File: config.mk
export PLATFORM = sky130hd
export DESIGN_NAME = early_branch_slice
export DESIGN_NICKNAME = d
export VERILOG_FILES = /design/src/rtl/ebr_pkg.sv /design/src/rtl/ebr_step_seq.sv /design/src/rtl/ebr_regfile.sv /design/src/rtl/ebr_target_add.sv /design/src/rtl/ebr_eq_cmp.sv /design/src/rtl/early_branch_slice.sv
export SDC_FILE = /design/constraint.sdc
export NUM_CORES = 1
export LEC_CHECK = 0
export ABC_AREA = 1
export BUFFER_PORTS_ARGS = -buffer_cell sky130_fd_sc_hd__clkbuf_2
export CAP_MARGIN = 20
export CELL_PAD_IN_SITES_DETAIL_PLACEMENT = 0
export CELL_PAD_IN_SITES_GLOBAL_PLACEMENT = 1
export CORE_UTILIZATION = 40
export DETAILED_ROUTE_END_ITERATION = 10
export PLACE_DENSITY_LB_ADDON = 0.1
export SLEW_MARGIN = 20
export SYNTH_ARGS = -nofsm -noshare
export SYNTH_HDL_FRONTEND = slang
export SYNTH_SLANG_ARGS = --single-unit
File: constraint.sdc
create_clock -name clk -period 4.2 [get_ports clk]
set_input_delay 0.21 -clock clk [delete_from_list [all_inputs] [get_ports clk]]
set_output_delay 0.21 -clock clk [all_outputs]
set_load 0.03 [all_outputs]
File: src/rtl/ebr_pkg.sv
package ebr_pkg;
   localparam int INSN_W = 32;
   localparam int OPC_W  = 6;
   localparam int RSEL_W = 5;
   localparam int IMM_W  = 16;

   typedef struct packed {
      logic [OPC_W-1:0]  opc;
      logic [RSEL_W-1:0] src_a;
      logic [RSEL_W-1:0] src_b;
      logic [IMM_W-1:0]  imm;
   } insn_t;

   localparam logic [OPC_W-1:0] OPC_BEQ_DEFAULT = 6'b000100;
endpackage

File: src/rtl/ebr_step_seq.sv
module ebr_step_seq #(
   parameter int N_STEPS = 5,
   parameter int SW      = 3
) (
   input  logic          clk,
   input  logic          rst_n,
   output logic [SW-1:0] step
);
   localparam logic [SW-1:0] FIRST = SW'(1);
   localparam logic [SW-1:0] LAST  = SW'(N_STEPS);

   if (N_STEPS < 3 || N_STEPS >= (1 << SW)) begin : g_bad_steps
      $error("ebr_step_seq: N_STEPS must be at least 3 and fit in SW bits");
   end

   always_ff @(posedge clk) begin
      if (!rst_n)            step <= FIRST;
      else if (step == LAST) step <= FIRST;
      else                   step <= step + SW'(1);
   end

   AST_STEP_WRAP: assert property (@(posedge clk) disable iff (!rst_n)
      (step == LAST) |=> (step == FIRST));
   AST_STEP_RANGE: assert property (@(posedge clk) disable iff (!rst_n)
      (step >= FIRST) && (step <= LAST));
endmodule

File: src/rtl/ebr_regfile.sv
module ebr_regfile #(
   parameter int DW     = 32,
   parameter int N_REGS = 32,
   parameter int N_RD   = 2,
   localparam int IW    = $clog2(N_REGS)
) (
   input  logic [N_RD-1:0][IW-1:0] rd_idx,
   output logic [N_RD-1:0][DW-1:0] rd_val
);
   logic [DW-1:0] cells [N_REGS];

   if (N_REGS < 2 || N_REGS > 32) begin : g_bad_regs
      $error("ebr_regfile: N_REGS must lie in 2..32");
   end

   for (genvar i = 0; i < N_REGS; i++) begin : g_cell
      if (i == 0) begin : g_zero
         assign cells[i] = '0;
      end else begin : g_preset
         assign cells[i] = DW'(i / 2);
      end
   end

   for (genvar p = 0; p < N_RD; p++) begin : g_port
      assign rd_val[p] = cells[rd_idx[p]];
      always_comb begin
         if (rd_idx[p] == '0)
            AST_ZERO_REG: assert (rd_val[p] == '0);
      end
   end
endmodule

File: src/rtl/ebr_target_add.sv
module ebr_target_add #(
   parameter int AW        = 32,
   parameter int IMM_W     = 16,
   parameter int OFF_SHIFT = 2
) (
   input  logic [AW-1:0]    pc_inc,
   input  logic [IMM_W-1:0] imm,
   output logic [AW-1:0]    target
);
   logic [AW-1:0] sx;

   if (AW < IMM_W + OFF_SHIFT) begin : g_bad_width
      $error("ebr_target_add: AW too narrow for scaled offset");
   end

   assign sx = {{(AW-IMM_W){imm[IMM_W-1]}}, imm};

   if (OFF_SHIFT == 0) begin : g_byte
      assign target = pc_inc + sx;
   end else begin : g_scaled
      assign target = pc_inc + (sx << OFF_SHIFT);
   end
endmodule

File: src/rtl/ebr_eq_cmp.sv
module ebr_eq_cmp #(
   parameter int DW      = 32,
   parameter bit XOR_RED = 1'b1
) (
   input  logic [DW-1:0] a,
   input  logic [DW-1:0] b,
   output logic          eq
);
   if (XOR_RED) begin : g_xor
      assign eq = ~|(a ^ b);
   end else begin : g_direct
      assign eq = (a == b);
   end
endmodule

File: src/rtl/early_branch_slice.sv
module early_branch_slice #(
   parameter int AW               = 32,
   parameter int DW               = 32,
   parameter int N_REGS           = 32,
   parameter int N_STEPS          = 5,
   parameter int OFF_SHIFT        = 2,
   parameter logic [5:0] OPC_BEQ  = ebr_pkg::OPC_BEQ_DEFAULT
) (
   input  logic          clk,
   input  logic          rst_n,
   output logic [AW-1:0] imem_addr,
   input  logic [31:0]   imem_rdata,
   output logic [2:0]    step,
   output logic [DW-1:0] op_a,
   output logic [DW-1:0] op_b
);
   import ebr_pkg::*;

   localparam int RIW = $clog2(N_REGS);
   localparam logic [2:0] S_FETCH  = 3'd1;
   localparam logic [2:0] S_DECODE = 3'd2;
   localparam logic [AW-1:0] INC = AW'(4);

   if (RIW > RSEL_W) begin : g_bad_sel
      $error("early_branch_slice: register count exceeds select field");
   end
   if (AW < 8) begin : g_bad_aw
      $error("early_branch_slice: AW too small");
   end

   logic [AW-1:0] pc, pc_nxt, target;
   insn_t         ir;
   logic          eq, is_beq, pc_we;
   logic [1:0][RIW-1:0] sel;
   logic [1:0][DW-1:0]  rdv;

   ebr_step_seq #(.N_STEPS(N_STEPS), .SW(3)) u_seq (
      .clk(clk), .rst_n(rst_n), .step(step)
   );

   assign sel[0] = ir.src_a[RIW-1:0];
   assign sel[1] = ir.src_b[RIW-1:0];

   ebr_regfile #(.DW(DW), .N_REGS(N_REGS), .N_RD(2)) u_rf (
      .rd_idx(sel), .rd_val(rdv)
   );

   ebr_eq_cmp #(.DW(DW), .XOR_RED(1'b1)) u_cmp (
      .a(rdv[0]), .b(rdv[1]), .eq(eq)
   );

   ebr_target_add #(.AW(AW), .IMM_W(IMM_W), .OFF_SHIFT(OFF_SHIFT)) u_tgt (
      .pc_inc(pc), .imm(ir.imm), .target(target)
   );

   assign is_beq    = (ir.opc == OPC_BEQ);
   assign imem_addr = pc;

   always_comb begin
      pc_we  = 1'b0;
      pc_nxt = pc;
      if (step == S_FETCH) begin
         pc_we  = 1'b1;
         pc_nxt = pc + INC;
      end else if (step == S_DECODE && is_beq && eq) begin
         pc_we  = 1'b1;
         pc_nxt = target;
      end
   end

   always_ff @(posedge clk) begin
      if (!rst_n) begin
         pc <= '0;
         ir <= '0;
      end else begin
         if (pc_we)           pc <= pc_nxt;
         if (step == S_FETCH) ir <= imem_rdata;
      end
   end

   always_ff @(posedge clk) begin
      if (!rst_n) begin
         op_a <= '0;
         op_b <= '0;
      end else if (step == S_DECODE) begin
         op_a <= rdv[0];
         op_b <= rdv[1];
      end
   end

   AST_FETCH_INC: assert property (@(posedge clk) disable iff (!rst_n)
      (step == S_FETCH) |=> (pc == $past(pc) + INC));
   AST_TAKEN_LOAD: assert property (@(posedge clk) disable iff (!rst_n)
      (step == S_DECODE && is_beq && rdv[0] == rdv[1]) |=> (pc == $past(target)));
   AST_UNTAKEN_HOLD: assert property (@(posedge clk) disable iff (!rst_n)
      (step == S_DECODE && !(is_beq && rdv[0] == rdv[1])) |=> $stable(pc));
   AST_LATE_HOLD: assert property (@(posedge clk) disable iff (!rst_n)
      (step > S_DECODE) |=> $stable(pc));
endmodule

Word-level counts from Yosys, hierarchy flattened:

Memories as Yosys holds them, arrays and structs flattened.
Index checks and enable logic that the tools add are counted.
W data, S select, Z words.

* memories: 2
* output and inout port bits: 99
* memory bits (read-only): 2048
* logic and storage cells: 38
* input bits: 34
* register bits: 131

* magnitude comparators: 2
* bitwise gates (word level): 4
* equal/unequal tests: 4
* reduce and logical (&&, ||, !) cells: 7
* add/subtract/negate cells: 3
* multiplexer cells: 8

Memory list
* (no name shown): depth 32, width 32, rd ports 1, clocked after memory_dff 0, wr ports 0, RTL line ebr_regfile.sv:25 `assign rd_val[p] = cells[rd_idx[p]];`
* (no name shown): depth 32, width 32, rd ports 1, clocked after memory_dff 0, wr ports 0, RTL line ebr_regfile.sv:25

Operator list (number)
* $mux W32: 6
* $add A32 B3 Y32 const B: 1
* $add A32 B32 Y32: 1
* $reduce_or A32 Y1: 1
* $xor A32 B32 Y32: 1
* $ge A6 B6 Y1 const B: 2
* $not A5 Y6: 2
* $eq A6 B3 Y1 const B: 1
* $add A3 B1 Y3 const B: 1
* $eq A3 B1 Y1 const B: 1
* $eq A3 B2 Y1 const B: 1
* $eq A3 B3 Y1 const B: 1
* $logic_and A1 B1 Y1: 2
* $mux W1: 2
* $reduce_and A2 Y1: 1
* $reduce_bool A2 Y1: 1
* $reduce_or A2 Y1: 1
* $logic_not A1 Y1: 1
* $not A1 Y1: 1

Depth between registers and ports, before layout:

Gate-level depths: netlist (run 1).

* depth in word-level cells: 11
* mapped depth: 24
* depth with buffers taken out: 22

Modules after synthesis:

A second synthesis (run 1) with hierarchy kept.

* cell total of the unflattened synthesis: 1539
* area, all modules: 9150.0 um^2

Modules (own cells, without submodules)
* early_branch_slice: sequential area each 2562.5 um^2, cells each 842, times used 1, area each 5637.9 um^2
* ebr_target_add: sequential area each 0.0 um^2, cells each 448, times used 1, area each 2249.7 um^2
* ebr_eq_cmp: sequential area each 0.0 um^2, cells each 168, times used 1, area each 645.6 um^2
* ebr_regfile: sequential area each 0.0 um^2, cells each 65, times used 1, area each 484.2 um^2
* ebr_step_seq: sequential area each 60.1 um^2, cells each 16, times used 1, area each 132.6 um^2

Least setup slack after synthesis (run 1):

No wires, ideal clock.

* kind: reg2reg
* from: register u_seq.step[0]
* to: register pc[20], in the netlist imem_addr[20]
* setup time: 0.110 ns
* stages on the path, launching flop included: 22
* period minus slack after synthesis: 3.021 ns
* path slack: 1.179 ns
* buffers on the path: 4
* arrival time: 2.910 ns
* required time: 4.090 ns
* cell sequence: dfxtp_1 -> ha_1 -> nand2_4 -> buf_6 -> buf_6 -> buf_6 -> buf_2 -> nand2_1 -> inv_1 -> ha_1 -> nand2_1 -> o21ai_1 -> nand2_1 -> nand2_1 -> nand2_1 -> nand2_1 -> nand2_1 -> nand2_1 -> xor2_1 -> nand2_1 -> nand3_1 -> inv_1

* cells in the longest elaborated chain, start to end: 6
* elaborated cells between the ends (all ways): 9
* classes of those cells: 2 x eq/ne; 3 x mux; 4 x reduce/logical

RTL lines
* from (decl): RTL line ebr_step_seq.sv:7 `output logic [SW-1:0] step`
* from (signal assigned): RTL line ebr_step_seq.sv:19 `else step <= step + SW'(1);`
* $eq A3 B2 Y1: RTL line early_branch_slice.sv:65 `end else if (step == S_DECODE && is_beq && eq) begin`
* $logic_and A1 B1 Y1 (2 in series): RTL line early_branch_slice.sv:65
* $mux W1: RTL line early_branch_slice.sv:65
* $mux W1: RTL line early_branch_slice.sv:62 `if (step == S_FETCH) begin`
* $reduce_and A2 Y1 (no line)
* to (signal assigned): RTL line early_branch_slice.sv:76 `if (pc_we) pc <= pc_nxt;`
* to (decl): RTL line early_branch_slice.sv:31 `logic [AW-1:0] pc, pc_nxt, target;`

Parallel ways exist; a longest one is shown, timed or not.
A chain may end at the register's enable or synchronous reset.

Final worst setup path (run 1):

Ends and elaborated chain as after synthesis.

==> results of run 1 <==
state kept, by name, summed over array words and instances (netlist names):
signal and flops:
op_a 4, imem_addr 30, op_b 4, u_seq.step 3, ir 30
cell type report:
cell class              instances  share of cell area (%)
clock buffers                  12                   4.607
clock inverters                 3                  0.7640
inverters                     104                   7.011
multi-input cells             552                   51.03
flip-flops and latches         71                   25.53
well taps                     168                   3.775
repair buffers                 78                   7.281
cells in the final DEF, fill, tap and decap left out, types with 5 or more instances in the layout:
master	Yosys	layout
clkbuf_2	1	72
nor2_2	11	11
nand2_1	158	158
buf_4	60	6
a41oi_1	9	9
dfxtp_1	71	71
inv_1	101	101
ha_1	18	18
a21oi_1	52	52
conb_1	1	58
nand2_2	13	13
o21ai_0	53	53
clkbuf_16	0	9
o211ai_1	5	5
xnor2_1	9	9
nand3_2	5	5
nor2_1	66	66
xor2_1	9	9
nand3_1	46	46
through the flow:
step                      hold slack [ns]  setup slack [ns]
after detailed placement           0.4424             1.118
after floorplan                    0.3543             1.179
after global placement             0.4288             1.149
after CTS                         0.08881             1.081
after global routing              0.09751            0.7251
final                              0.1015             1.111
cell families (layout without fill, tap and decap cells):
kind of cell,Yosys count,after routing,synth area share [%]
compound gates,141,141,16.08
flops,71,71,28.27
other cells,1,58,0.07459
xor+xnor,18,18,3.136
simple gates,316,316,28.10
fa+ha+maj,19,19,4.878
buf+inv,188,197,19.46
report_power, final:
part	switching (mW)	leakage, nW	internal, mW	total [mW]
clock	0.292	0.145	0.488	0.780
combinational	1.28	2.24	0.531	1.81
sequential	0.163	0.586	0.878	1.04
total	1.73	2.97	1.90	3.63
metal layers:
layer	wire, um	vias to the layer above	track usage (%)
met5	0	-	0
met4	203	0	6.061
met3	530	14	5.241
met2	6057	118	34.26
met1	5851	2102	25.24
li1	-	2422	-
path summary, 6_finish.rpt:
kind	cells after the start	slack (ns)	to
setup / recovery	19	1.11	imem_addr[20]$_SDFFE_PN0P_
hold / removal	3	0.10	ir[2]$_SDFFE_PN0P_
setup reg to reg	19	1.11	imem_addr[20]$_SDFFE_PN0P_
hold reg to reg	1	0.45	u_seq.step[0]$_SDFF_PP1_
worst min-delay path, stage by stage:
cell and delay (ns):
clkbuf_2 0.08, nand2_1 0.05, a21oi_1 0.05
==> impl_metrics.csv, run 1 <==
group,metric,value,unit
final_layout,final_nets,869,
final_layout,syn_to_final_growth,10.75,%
logic_synthesis,syn_avg_cell_area,6.668,um^2
routing,drt_iter0_drc,204,
placement,port_buffers,72,
floorplan,die_width,114.1,um
final_layout,area.sequential,1421,um^2
setup_path,start_kind,"flip-flop",
floorplan,chipHeight,114.1,um
routing,routed_via_density,4.713,
routing,drt-total-wl,12.64,mm
setup_path,crit_buf_inv,4,
floorplan,floorplan.initialDensity,41.51,%
setup_path,required,4.43,ns
timing,finalCritPeriodShare,73.54,%
routing,vias,4656,
timing,setup_tns,0,ns
worst_hold_path,hp-start,"imem_rdata[2]",
logic_synthesis,synth.area.top_cells,"dfxtp_1 (28%), nand2_1 (12%), buf_4 (9.0%)",
cts,cts_made_buffers,9,
placement,hpwl,9.395,mm
logic_synthesis,yosysSeqAreaShare,28.27,%
logic_synthesis,synth_cells,754,
setup_path,worstReg2RegStart,"u_seq.step[0]$_SDFF_PP1_",
timing,fin_crit,3.089,ns
logic_synthesis,yosysMostFrequentCell,"nand2_1",
power,max-vdd-ir-drop,0.0002731,V
final_layout,layout.cells.non_filler,988,
final_layout,antenna_cells,0,
global_route,grt_pass1_vias,4198,
setup_path,cp_max_fo,5,
setup_path,worstSetupPathType,"reg -> reg",
logic_synthesis,async_flop_share,0,%
setup_path,crit_top_cell,"nand2_1",
cts,cts_max_path_buffers,2,
timing,fin_skew,0.008348,ns
floorplan,fp-row-count,40,
logic_synthesis,synthFlopType,"dfxtp_1",
routing,first_pass_iters,4,
timing,setup_viol,0,
setup_path,cp_cell_sequence,"ha_1 > inv_1 > nor2_1 > nor2_1 > inv_1 > ha_1 > inv_1 > fa_1 > o21ai_1 > nand2_1 > nand2_1 > nand2_1 > nand2_1 > nand2_1 > nand2_1 > xor2_1 > nand2_1 > nand3_1 > inv_1",
floorplan,core,12110,um^2
setup_path,critPathCaptureType,"flip-flop",
setup_path,critical_path_arrival,3.32,ns
setup_path,path_delay_family,"simple AND/OR/NAND/NOR gates",
global_route,antenna_found_initial,0,
floorplan,ios,133,
timing,hold_viol,0,
cts,htree_levels,3,
cts,post_cts_resized,0,
global_route,grt_overflow,0,
cts,clk_latency,0.34,ns
global_route,grt_pass1_wl,20.53,mm
logic_synthesis,synth_top_area_share,28.27,%
routing,drc,0,
cts,clk_pin_slew_worst_paths,0.06,ns
timing,slew_headroom,64.21,%
timing,slew_violations,0,
power,p_leak,2.968,nW
timing,fmax,323.8,MHz
logic_synthesis,yosys_warnings,0,
logic_synthesis,synth_seq_cells,71,
floorplan,die_area,13020,um^2
cts,cts_sinks,71,
global_route,globalRouteTotalUtil,20.25,%
final_layout,drive_above_1_share,16.34,%
setup_path,worst_path_largest_cell_delay,0.40,ns
final_layout,stdcell_area,5568,um^2
logic_synthesis,syn_area,5027,um^2
timing,rsz0062_at_grt,"no",
logic_synthesis,synth-edff-count,0,
power,power,3.628,mW
logic_synthesis,synth_cell_types,41,
setup_path,startpoint,"u_seq.step[0]$_SDFF_PP1_",
power,power_density,651.6,nW/um^2
setup_path,cp_slowest_cell,"fa_1",
placement,post_dp_cell_area,5269,um^2
job,maxCapViolCount,0,
routing,routedWlPerCell,12.80,um
placement,post-place-cells,973,
cts,tritoncts,"done",
final_layout,utilization,45.97,%
logic_synthesis,synth.largest_area_cell,"dfxtp_1",
cts,cts_hold_buffers,0,
placement,place_congestion,0.8671,
final_layout,multiInputGateArea,2841,um^2
worst_hold_path,hold_class,"in -> reg",
status,status,"complete, no violations",
final_layout,fillCellCount,1285,
logic_synthesis,synth_commonest_cells,"nand2_1 (158), inv_1 (101), dfxtp_1 (71)",
timing,worstMarginPinSlew,0.5336,ns
global_route,grt_max_degree,53,
routing,ant_nets,0,
cts,root_buffer,"clkbuf_16",
cts,post-cts-setup-buffer-count,0,
Note: power is estimated with default switching activity, not from simulation.
==> run 2: changes to the inputs <==
--- a/config.mk
+++ b/config.mk
@@ -10,7 +10,7 @@
 export CAP_MARGIN = 20
 export CELL_PAD_IN_SITES_DETAIL_PLACEMENT = 0
 export CELL_PAD_IN_SITES_GLOBAL_PLACEMENT = 1
-export CORE_UTILIZATION = 40
+export CORE_UTILIZATION = 34
 export DETAILED_ROUTE_END_ITERATION = 10
 export PLACE_DENSITY_LB_ADDON = 0.1
 export SLEW_MARGIN = 20
==> constraint.sdc (replaced) <==
create_clock -name clk -period 2.6 [get_ports clk]
set_input_delay 0.13 -clock clk [delete_from_list [all_inputs] [get_ports clk]]
set_output_delay 0.13 -clock clk [all_outputs]
set_load 0.03 [all_outputs]
==> impl_metrics.csv, run 2 (synthesis results as in run 1) <==
group,metric,value,unit
cts,cts_hold_buffers,0,
routing,first_pass_iters,7,
timing,worstMarginPinSlew,0.6328,ns
power,max-vdd-ir-drop,0.0004676,V
setup_path,crit_buf_inv,6,
routing,drt-total-wl,13.24,mm
setup_path,cp_slowest_cell,"fa_2",
floorplan,ios,133,
power,power,6.289,mW
final_layout,final_common_cell,"nand2_1",
setup_path,reg2regPathDepth,18,
setup_path,crit_top_cell,"inv_2",
routing,drc,1,
timing,hold_viol,0,
final_layout,antenna_cells,0,
timing,setup_ws,0.1090,ns
final_layout,final_nets,885,
routing,routedWlPerCell,12.97,um
floorplan,floorplan.initialDensity,34.72,%
cts,tritoncts,"done",
floorplan,core,14480,um^2
power,p_leak,3.106,nW
cts,clk_latency,0.34,ns
setup_path,worstSetupPathType,"reg -> reg",
setup_path,required,2.84,ns
status,status,"complete, but fails checks",
cts,htree_levels,3,
routing,ant_nets,0,
worst_hold_path,hold_path_depth,3,
final_layout,fillCellCount,1572,
floorplan,fp-row-count,44,
setup_path,r2r-end,"imem_addr[22]$_SDFFE_PN0P_",
setup_path,worst_path_largest_cell_delay,0.41,ns
placement,hpwl,9.905,mm
cts,cts_made_buffers,9,
setup_path,worstReg2RegStart,"u_seq.step[1]$_SDFF_PP0_",
final_layout,syn_to_final_growth,20.76,%
timing,rsz0062_at_grt,"yes",
floorplan,chipHeight,123.6,um
routing,route.met2.wl,6.172,mm
job,maxCapViolCount,0,
timing,setup_tns,0,ns
global_route,grt_max_degree,59,
routing,highest_layer,"met4",
final_layout,final_cell_mix,"nand2_1 (140), inv_1 (94), clkbuf_2 (72), dfxtp_1 (68), nor2_1 (64)",
timing,fin_crit,2.491,ns
worst_hold_path,hp-start,"imem_rdata[2]",
global_route,globalRouteTotalUtil,18.16,%
routing,vias,4648,
routing,wl_met3,593,um
timing,finalCritPeriodShare,95.81,%
floorplan,die_width,123.6,um
setup_path,cp_max_fo,3,
setup_path,path_delay_family,"adder cells",
routing,routed_via_density,4.552,
cts,cts_max_path_buffers,2,
routing,wl_met1,6.278,mm
global_route,grt_overflow,0,
final_layout,drive_above_1_share,24.73,%
worst_hold_path,hold_class,"in -> reg",
floorplan,die_area,15280,um^2
placement,pre_cts_slack,-0.01438,ns
setup_path,start_kind,"flip-flop",
timing,setup_viol,0,
placement,port_buffers,72,
global_route,grt_pass1_vias,4255,
setup_path,r2r_slack,0.11,ns
timing,fmax,401.4,MHz
setup_path,critPathCaptureType,"flip-flop",
global_route,grt_pass1_wl,21.28,mm
placement,place_congestion,0.8741,
cts,root_buffer,"clkbuf_16",
power,power_density,1036,nW/um^2
timing,slew_violations,0,
global_route,antenna_found_initial,0,
setup_path,critical_path_arrival,2.73,ns
cts,clk_pin_slew_worst_paths,0.06,ns
status,failed_checks,"design-rule violations",
timing,slew_headroom,57.56,%
worst_hold_path,holdPathEnd,"ir[2]$_SDFFE_PN0P_",
cts,cts_sinks,71,
setup_path,cp_cell_sequence,"inv_2 > ha_4 > inv_2 > nor2_4 > nor2_4 > inv_2 > ha_4 > inv_2 > fa_2 > o21ai_4 > buf_6 > nand2_4 > nand3_4 > nand2_4 > a21oi_1 > nor2_1 > o21ai_1 > inv_1",
routing,drt_iter0_drc,172,
timing,fin_skew,0.004611,ns
-- run 2: repair_timing --
item / CTS / global route
setup endpoints to repair: 4 / 16
endpoints found under the hold margin: 0 / 0
pin swaps: 1 / 20
buffers inserted: 0 / 4
gates resized for setup: 3 / 37
-- run 2: worst max-delay path by stage --
stage	endpoint	depth (start not counted)	startpoint	slack (ns)
finish	imem_addr[22]$_SDFFE_PN0P_	18	u_seq.step[1]$_SDFF_PP0_	0.11
global route	imem_addr[26]$_SDFFE_PN0P_	20	u_seq.step[1]$_SDFF_PP0_	-0.09
CTS	imem_addr[28]$_SDFFE_PN0P_	21	u_seq.step[1]$_SDFF_PP0_	0.02
detailed placement	imem_addr[21]$_SDFFE_PN0P_	15	u_seq.step[1]$_SDFF_PP0_	-0.01
global placement	imem_addr[21]$_SDFFE_PN0P_	15	u_seq.step[1]$_SDFF_PP0_	-0.02
floorplan	imem_addr[20]$_SDFFE_PN0P_	21	u_seq.step[1]$_SDFF_PP0_	-0.0002
-- run 2: worst min-delay path, delay by kind of cell --
kind / cells / cell delay (ns)
buf+inv: 1 / 0.08
simple gates: 1 / 0.05
compound gates: 1 / 0.05
-- run 2: metal layers --
metal / vias up / GRT usage (%)
met5: - / 0
met4: 0 / 5.873
met1: 2072 / 24.08
met3: 13 / 3.205
li1: 2462 / -
met2: 101 / 29.69
-- run 2: area by class of cell --
cell class / instances / area, um^2 / area share, %
clock buffer: 11 / 252.7 / 4.163
clock inverter: 5 / 62.56 / 1.031
inverter: 104 / 390.4 / 6.430
multi-input combinational: 552 / 3159 / 52.04
sequential: 71 / 1430 / 23.56
tap: 184 / 230.2 / 3.792
timing repair buffer: 94 / 545.5 / 8.986
-- run 2: through the flow --
step           cell area [um^2]  hold WS [ns]  instances  utilization [%]
6_report                   6071       0.01466       1021            41.93
5_1_grt                    6071       0.03084       1021            41.93
4_1_cts                    5892      0.005779       1017            40.69
3_5_place_dp               5568        0.3724       1001            38.45
3_3_place_gp               5568        0.3637       1001            38.45
2_1_floorplan              5434        0.2743        811                -
-- run 2: where the power goes --
part	switching, mW	internal [mW]	total [mW]	leakage (nW)
sequential	0.297	1.42	1.72	0.588
combinational	2.17	1.08	3.25	2.36
clock	0.518	0.805	1.32	0.157
total	2.98	3.31	6.29	3.11
==> run 3: changes to the inputs <==
--- a/config.mk
+++ b/config.mk
@@ -12,6 +12,7 @@
 export CELL_PAD_IN_SITES_GLOBAL_PLACEMENT = 1
 export CORE_UTILIZATION = 34
 export DETAILED_ROUTE_END_ITERATION = 10
+export HOLD_SLACK_MARGIN = 0.12
 export PLACE_DENSITY_LB_ADDON = 0.1
 export SLEW_MARGIN = 20
 export SYNTH_ARGS = -nofsm -noshare
==> impl_metrics.csv, run 3 (synthesis results as in run 1) <==
group,metric,value,unit
status,status,"complete, but fails checks",
status,failed_checks,"design-rule violations",
placement,hpwl,9.905,mm
floorplan,die_width,123.6,um
routing,routed_via_density,4.525,
routing,routedWlPerCell,12.93,um
setup_path,required,2.84,ns
final_layout,final_cell_mix,"nand2_1 (140), inv_1 (94), clkbuf_2 (72), dfxtp_1 (68), nor2_1 (64)",
timing,slew_violations,0,
floorplan,fp-row-count,44,
cts,clk_pin_slew_worst_paths,0.06,ns
setup_path,worstSetupPathType,"reg -> reg",
setup_path,critical_path_arrival,2.73,ns
routing,drc,1,
placement,pre_cts_slack,-0.01438,ns
cts,tritoncts,"done",
timing,hold_viol,0,
timing,hold_slack,0.3424,ns
final_layout,final_common_cell,"nand2_1",
floorplan,chipHeight,123.6,um
timing,setup_viol,0,
worst_hold_path,hold_class,"in -> reg",
cts,htree_levels,3,
power,power_density,992.9,nW/um^2
timing,rsz0062_at_grt,"yes",
setup_path,start_kind,"flip-flop",
floorplan,floorplan.initialDensity,34.72,%
routing,ant_nets,0,
power,p_leak,3.232,nW
floorplan,die_area,15280,um^2
cts,root_buffer,"clkbuf_16",
global_route,grt_max_degree,59,
timing,fin_skew,0.003960,ns
global_route,antenna_found_initial,0,
power,max-vdd-ir-drop,0.0004674,V
job,maxCapViolCount,0,
placement,port_buffers,72,
final_layout,drive_above_1_share,23.88,%
placement,place_congestion,0.8741,
timing,worstMarginPinSlew,0.6148,ns
cts,cts_max_path_buffers,2,
floorplan,ios,133,
global_route,grt_pass1_vias,4413,
final_layout,final_nets,915,
timing,finalCritPeriodShare,96.05,%
routing,drt-total-wl,13.59,mm
timing,fmax,400.4,MHz
setup_path,cp_max_fo,3,
final_layout,antenna_cells,0,
cts,cts_made_buffers,9,
timing,setup_ws,0.1027,ns
timing,slew_headroom,58.76,%
cts,clk_latency,0.34,ns
routing,first_pass_iters,7,
final_layout,syn_to_final_growth,26.73,%
routing,vias,4756,
global_route,globalRouteTotalUtil,18.64,%
global_route,grt_overflow,0,
cts,cts_sinks,71,
floorplan,core,14480,um^2
setup_path,critPathCaptureType,"flip-flop",
timing,fin_crit,2.497,ns
routing,drt_iter0_drc,178,
global_route,grt_pass1_wl,21.86,mm
power,power,6.326,mW
run 3: what timing repair did:
action | 4_1_cts | 5_1_grt
hold endpoints to repair | 30 | 0
hold buffers | 30 | 0
pin swaps | 1 | 20
setup buffers | 0 | 4
gates resized for setup | 3 | 37
endpoints found under the setup margin | 4 | 16
run 3: critical path, stage by stage (launching register included):
cell and delay [ns]:
dfxtp_4 0.34, inv_2 0.06, ha_4 0.16, inv_2 0.05, nor2_4 0.13, nor2_4 0.05, inv_2 0.06, ha_4 0.13
inv_2 0.04, fa_2 0.41, o21ai_4 0.17, buf_6 0.13, nand2_4 0.05, nand3_4 0.09, nand2_4 0.08, a21oi_1 0.20
nor2_1 0.06, o21ai_1 0.12, inv_1 0.04
run 3: path summary, 6_finish.rpt:
kind | from | slack (ns) | depth (start not counted) | to
min | rst_n | 0.34 | 3 | ir[15]$_SDFFE_PN0P_
max reg2reg | u_seq.step[1]$_SDFF_PP0_ | 0.10 | 18 | imem_addr[22]$_SDFFE_PN0P_
max | u_seq.step[1]$_SDFF_PP0_ | 0.10 | 18 | imem_addr[22]$_SDFFE_PN0P_
min reg2reg | ir[30]$_SDFFE_PN0P_ | 0.46 | 2 | ir[30]$_SDFFE_PN0P_
run 3: per-stage QoR:
stage	utilization [%]	setup TNS (ns)	instance area [um^2]	std cells
final	44.00	0	6371	1051
after global routing	44.00	-0.3634	6371	1051
after CTS	42.77	0	6192	1047
after detailed placement	38.45	-0.02396	5568	1001
after global placement	38.45	-0.02315	5568	1001
after floorplan	-	-0.0002471	5434	811
run 3: report_power, final:
part / leakage, nW / internal (mW) / switching, mW
logic: 2.49 / 1.11 / 2.17
registers: 0.588 / 1.42 / 0.299
clock network: 0.157 / 0.805 / 0.516
run 3: metal layers:
metal | track usage, % | wire (um) | up-vias
li1 | - | - | 2525
met1 | 24.22 | 6413 | 2113
met2 | 31.08 | 6500 | 104
met3 | 3.159 | 497 | 14
met4 | 6.250 | 181 | 0
met5 | 0 | 0 | -
run 3: final cells by class:
cell class                 instances  area (um^2)
inverter                         104        390.4
fill                            1549         8108
clock buffer                      11        252.7
timing repair buffer             124        845.8
multi-input combinational        552         3159
clock inverter                     5        62.56
sequential                        71         1430
tap                              184        230.2
